$ cat src/rtl/xgtx_pkg.sv
package xgtx_pkg;
  localparam int unsigned LANES = 4;
  localparam int unsigned DW    = 8 * LANES;
  localparam int unsigned TS_W  = 32;

  localparam logic [7:0] C_IDLE  = 8'h07;
  localparam logic [7:0] C_START = 8'hFB;
  localparam logic [7:0] C_TERM  = 8'hFD;
  localparam logic [7:0] C_ERR   = 8'hFE;
  localparam logic [7:0] C_PRE   = 8'h55;
  localparam logic [7:0] C_SFD   = 8'hD5;

  typedef enum logic [2:0] {
    S_LEN, S_TS, S_WAIT, S_SOF, S_PRE, S_DATA, S_DONE
  } st_e;
endpackage

$ cat src/rtl/xgtx_timer.sv
module xgtx_timer #(
  parameter int unsigned CNT_W = 32
) (
  input  logic             clk_i,
  input  logic             rst_ni,
  input  logic [CNT_W-1:0] ts_i,
  output logic             reached_o
);
  logic [CNT_W-1:0] cnt_q;

  always_ff @(posedge clk_i or negedge rst_ni) begin
    if (!rst_ni) cnt_q <= '0;
    else         cnt_q <= cnt_q + 1'b1;
  end

  assign reached_o = (cnt_q >= ts_i);
endmodule

$ cat src/rtl/xgtx_lane_pack.sv
module xgtx_lane_pack
  import xgtx_pkg::*;
#(
  parameter int unsigned LEN_W = 16
) (
  input  logic [LEN_W-1:0] rem_i,
  input  logic [DW-1:0]    word_i,
  output logic [DW-1:0]    txd_o,
  output logic [LANES-1:0] txc_o
);
  logic       full;
  logic [1:0] nb;

  assign full = (rem_i >= LEN_W'(LANES));
  assign nb   = rem_i[1:0];

  // data lanes below the byte count, terminate in the next lane, idle above
  for (genvar l = 0; l < LANES; l++) begin : g_lane
    logic is_data;
    assign is_data        = full || (2'(l) < nb);
    assign txd_o[8*l +: 8] = is_data ? word_i[8*l +: 8]
                           : ((2'(l) == nb) ? C_TERM : C_IDLE);
    assign txc_o[l]        = !is_data;
  end
endmodule

$ cat src/rtl/xgmii_frame_tx.sv
module xgmii_frame_tx
  import xgtx_pkg::*;
#(
  parameter int unsigned LEN_W = 16
) (
  input  logic          clk_i,
  input  logic          rst_ni,
  input  logic          paced_i,
  input  logic          in_valid_i,
  input  logic [31:0]   in_data_i,
  input  logic          in_final_i,
  output logic          in_ready_o,
  output logic [31:0]   txd_o,
  output logic [3:0]    txc_o,
  output logic          done_o
);
  localparam logic [DW-1:0]    W_IDLE = {LANES{C_IDLE}};
  localparam logic [DW-1:0]    W_ERR  = {LANES{C_ERR}};
  localparam logic [DW-1:0]    W_SOF  = {C_PRE, C_PRE, C_PRE, C_START};
  localparam logic [DW-1:0]    W_PRE  = {C_SFD, C_PRE, C_PRE, C_PRE};
  localparam logic [LANES-1:0] K_ALL  = '1;

  st_e              st_q, st_d;
  logic [LEN_W-1:0] rem_q, rem_d;
  logic             fin_q, fin_d;
  logic [TS_W-1:0]  ts_q, ts_d, ts_sel;
  logic             reached, hs;
  logic [DW-1:0]    pk_d, txd_d, txd_q;
  logic [LANES-1:0] pk_c, txc_d, txc_q;
  logic             done_q;

  assign ts_sel = (st_q == S_TS) ? in_data_i[TS_W-1:0] : ts_q;

  xgtx_timer #(.CNT_W(TS_W)) u_timer (
    .clk_i     (clk_i),
    .rst_ni    (rst_ni),
    .ts_i      (ts_sel),
    .reached_o (reached)
  );

  xgtx_lane_pack #(.LEN_W(LEN_W)) u_pack (
    .rem_i  (rem_q),
    .word_i (in_data_i),
    .txd_o  (pk_d),
    .txc_o  (pk_c)
  );

  always_comb begin
    unique case (st_q)
      S_LEN, S_TS: in_ready_o = 1'b1;
      S_DATA:      in_ready_o = (rem_q != '0);
      default:     in_ready_o = 1'b0;
    endcase
  end

  assign hs = in_valid_i && in_ready_o;

  always_comb begin
    st_d  = st_q;
    rem_d = rem_q;
    fin_d = fin_q;
    ts_d  = ts_q;
    txd_d = W_IDLE;
    txc_d = K_ALL;
    unique case (st_q)
      S_LEN: if (hs) begin
        rem_d = in_data_i[LEN_W-1:0];
        fin_d = in_final_i;
        st_d  = S_TS;
      end
      S_TS: if (hs) begin
        ts_d = in_data_i[TS_W-1:0];
        st_d = (!paced_i || reached) ? S_SOF : S_WAIT;
      end
      S_WAIT: if (reached) st_d = S_SOF;
      S_SOF: begin
        txd_d = W_SOF;
        txc_d = 4'h1;
        st_d  = S_PRE;
      end
      S_PRE: begin
        txd_d = W_PRE;
        txc_d = 4'h0;
        st_d  = S_DATA;
      end
      S_DATA: begin
        if (rem_q == '0) begin
          // length was a multiple of the lane count: terminate-only word
          txd_d = pk_d;
          txc_d = pk_c;
          st_d  = fin_q ? S_DONE : S_LEN;
        end else if (in_valid_i) begin
          txd_d = pk_d;
          txc_d = pk_c;
          if (rem_q >= LEN_W'(LANES)) begin
            rem_d = rem_q - LEN_W'(LANES);
          end else begin
            rem_d = '0;
            st_d  = fin_q ? S_DONE : S_LEN;
          end
        end else begin
          txd_d = W_ERR;
          txc_d = K_ALL;
        end
      end
      S_DONE: ;
      default: st_d = S_LEN;
    endcase
  end

  always_ff @(posedge clk_i or negedge rst_ni) begin
    if (!rst_ni) begin
      st_q   <= S_LEN;
      rem_q  <= '0;
      fin_q  <= 1'b0;
      ts_q   <= '0;
      txd_q  <= W_IDLE;
      txc_q  <= K_ALL;
      done_q <= 1'b0;
    end else begin
      st_q   <= st_d;
      rem_q  <= rem_d;
      fin_q  <= fin_d;
      ts_q   <= ts_d;
      txd_q  <= txd_d;
      txc_q  <= txc_d;
      done_q <= (st_q == S_DONE);
    end
  end

  assign txd_o  = txd_q;
  assign txc_o  = txc_q;
  assign done_o = done_q;

  p_sof_then_pre_r2: assert property (@(posedge clk_i) disable iff (!rst_ni)
    (txc_o == 4'h1) |=> (txd_o == 32'hD5555555 && txc_o == 4'h0));

  p_term_then_idle_r9: assert property (@(posedge clk_i) disable iff (!rst_ni)
    (txc_o == 4'h8 || txc_o == 4'hC || txc_o == 4'hE ||
     (txc_o == 4'hF && txd_o == 32'h070707FD))
    |=> (txc_o == 4'hF && txd_o == 32'h07070707));

  p_done_idle_r11: assert property (@(posedge clk_i) disable iff (!rst_ni)
    done_o |-> (txc_o == 4'hF && txd_o == 32'h07070707 && !in_ready_o));

  p_done_sticky_r11: assert property (@(posedge clk_i) disable iff (!rst_ni)
    done_o |=> done_o);

  p_stall_err_r12: assert property (@(posedge clk_i) disable iff (!rst_ni)
    (st_q == S_DATA && rem_q != '0 && !in_valid_i)
    |=> (txd_o == 32'hFEFEFEFE && txc_o == 4'hF));
endmodule

$ cat config.mk
export PLATFORM = sky130hd
export DESIGN_NAME = xgmii_frame_tx
export DESIGN_NICKNAME = d
export VERILOG_FILES = /design/src/rtl/xgtx_pkg.sv /design/src/rtl/xgtx_timer.sv /design/src/rtl/xgtx_lane_pack.sv /design/src/rtl/xgmii_frame_tx.sv
export SDC_FILE = /design/constraint.sdc
export NUM_CORES = 1
export LEC_CHECK = 0
export BUFFER_PORTS_ARGS = -buffer_cell sky130_fd_sc_hd__buf_2
export CAP_MARGIN = 15
export CORE_MARGIN = 2
export CORE_UTILIZATION = 54
export CTS_CLUSTER_SIZE = 10
export DETAILED_ROUTE_END_ITERATION = 8
export PLACE_DENSITY = 0.86
export SYNTH_ARGS = -nofsm -noshare
export SYNTH_HDL_FRONTEND = slang
export SYNTH_HIERARCHICAL = 1
export SYNTH_SLANG_ARGS = --single-unit
$ cat constraint.sdc
create_clock -name clk_i -period 3.2 [get_ports clk_i]
set_input_delay 0.64 -clock clk_i [delete_from_list [all_inputs] [get_ports clk_i]]
set_output_delay 0.64 -clock clk_i [all_outputs]
set_load 0.005 [all_outputs]
==> impl_metrics.toml <==
[outcome]
outcome = "completed"

[grt]
gr-max-usage-layer = "met2"
grt_max_degree = 87
grt.total_usage_pct = 27.2
met1_usage_pct = 33.7
use_met3_pct = 6.49
met2_usage_pct = 44.4
antenna_found_initial = 1
grt_pass1_wl_mm = 29.7
grt_overflow = 0
grt_pass1_vias = 5693

[sta]
max_freq_mhz = 313
whs_ns = 0.187
clock-skew-final_ns = 0.0146
rsz0062_at_grt = "true"
finalHoldViolations = 0
tns_ns = 0
finalMaxSlewViolations = 0
slew_headroom_pct = 42.6
fin_crit_sh_pct = 99.9
setup_viol = 0
tightest_slew_ns = 0.861
layout_min_cycle_time_ns = 3.20

[yosys]
syn_avg_cell_area_sq_um = 10.7
synthTopCellsByArea = "dfrtp_1 38%, mux2_2 12%, ha_1 6.4%"
synth.top_cell.area_share_pct = 37.6
synthArstFlopShare_pct = 100
synthCells = 653
yosys.area.top_type = "dfrtp_1"
syn_nets = 726
synth.yosys.seq_area_share_pct = 43.6
synth_area_sq_mm = 0.00699
synth.distinct_cells = 71
synthTopCellsByCount = "105 x dfrtp_1, 72 x mux2_2, 49 x inv_1, 49 x nor2_1, 36 x ha_1"
yosysMostFrequentCell = "dfrtp_1"
yosysWarningCount = 6
synth-main-ff-cell = "dfrtp_1"
synth_edf_count = 0
ys_ff_latch = 121

[routing]
drc = 0
routed_wirelength_mm = 20.4
drtIter0Drc = 555
avgRoutedWirePerCell_um = 22.1
postRouteAntennaNets = 0
via_per_inst = 6.30
routed-via-count = 5811
drt_pass1_iterations = 5

[floorplan]
start_util_pct = 55.4
die_area_sq_mm = 0.0139
die_y_um = 118
io_pins = 75
num_rows = 41
die_x_um = 118
coreArea_sq_mm = 0.0126

[place]
io_buffers = 74
hpwl_mm = 12.4
gp_congestion = 0.965

[layout]
drive_gt1_share_pct = 38.1
synthToLayoutAreaGrowth_pct = 21.3
nNetsFinal = 809

[clock_tree]
clock-root-buffer = "clkbuf_16"
cts_made_buffers = 17
cts_buffer_depth = 2
cts.sink_count = 121
cts_tree = "yes"
htree_levels = 4
insertion_delay_ns = 0.42
clk_pin_slew_ns = 0.06
cts_hold_buf = 0

[setup_path]
worst_setup_path_end_kind = "flop"
cp-start-kind = "flop"
worstReg2RegEnd = "st_q[0]"
reg2reg_depth = 14
cp-startpoint = "st_q[1]"
critical_path_arrival_ns = 3.49
crit_type = "flop to flop"
r2r_slack_ns = 0.003
path_max_fanout = 4
required_ns = 3.50
r2r-start = "st_q[1]"

[power_and_ir_drop]
power.density_mw_per_mm2 = 464
p_leak_nw = 3.92
peakVddDrop_mv = 0.320

[job]
cap_violations = 0

[hold_path]
min_path_type = "input port to async pin"
kinds of logic after synthesis:
| logic type | Yosys count | synth area share (%) |
|---|---|---|
| multiplexers | 78 | 12.7 |
| AND/OR/NAND/NOR | 174 | 14.9 |
| adder cells (fa/ha/maj) | 36 | 6.44 |
| AO/OA/AOI/OAI | 131 | 13.1 |
| flip-flops | 121 | 43.6 |
| XOR/XNOR | 31 | 3.99 |
| buffers and inverters | 82 | 5.26 |
critical path, cell delays in order (launching register included):
cell       delay [ns]
dfrtp_1          0.39
nand2b_4         0.16
nor2_4           0.17
clkbuf_16        0.17
mux2_2           0.34
inv_1            0.13
ha_4             0.24
a21oi_2          0.15
nand2_1          0.08
a221o_1          0.34
a2111oi_4        0.33
o21ai_1          0.13
inv_1            0.10
a41oi_2          0.11
a31o_2           0.25
power breakdown:
part | switching (mW) | internal, mW
logic | 0.226 | 0.144
registers | 0.115 | 1.61
clock network | 0.747 | 1.09
flip-flops by register name (all words and copies together), names as in the netlist:
signal         flops
ts_q              32
txd_o             32
u_timer/cnt_q     32
rem_q             16
txc_o              4
st_q               3
done_o             1
fin_q              1
placed cells by master (no fill, tap or decap), types with 9 or more instances in the layout:
master,count
ha_1,27
xor2_1,9
buf_2,73
nand3_1,19
o21ai_0,25
inv_2,9
xnor2_1,21
dfrtp_1,105
inv_1,40
clkbuf_16,19
mux2_2,65
nand4_1,10
mux2_4,10
a21oi_1,25
nor2_1,47
nand2_1,22
dfstp_2,16
ha_4,9
buf_4,14
metal layers:
layer / part of all wire, % / vias to the layer above / wire [um]
met1: 39 / 2866 / 7860
met2: 48 / 365 / 9850
met4: 4.8 / 0 / 980
li1: - / 2495 / -
met3: 8.1 / 85 / 1660
met5: 0 / - / 0
per-stage QoR:
stage	total power [mW]	utilization, %	std cells	setup slack (ns)	instance area (sq um)
after global routing	4.06	67.2	922	-0.0796	8480
after CTS	3.94	64.5	911	0.0125	8140
final	3.93	67.2	922	0.00318	8480
after detailed placement	2.11	59.8	879	-0.118	7540
after floorplan	1.94	-	653	0.0424	6990
after global placement	2.09	59.8	879	0.0278	7540
how the worst max path moves through the flow:
stage	to	slack [ns]	cells past startpoint
2_1_floorplan	st_q[0]	0.04	14
4_1_cts	st_q[0]	0.01	14
3_5_place_dp	st_q[0]	-0.12	15
3_3_place_gp	st_q[0]	0.03	14
6_report	st_q[0]	0.003	14
5_1_grt	st_q[0]	-0.08	14
final cells by class:
type / count / area [sq um]
diodes: 1 / 2.50
clock buffers: 18 / 439
clock inverters: 14 / 124
fillers: 870 / 4140
inverters: 49 / 184
multi-input cells: 450 / 3820
flip-flops and latches: 121 / 3050
well taps: 172 / 215
repair buffers: 97 / 649
timing repair:
item | 4_1_cts | 5_1_grt
buffers inserted | 0 | 8
endpoints found under the setup margin | 1 | 2
hold endpoints to repair | 0 | 0
resized for setup | 7 | 48
pin swaps | 1 | 20
cloned | 0 | 2
Power figures use the tool's default switching activity.
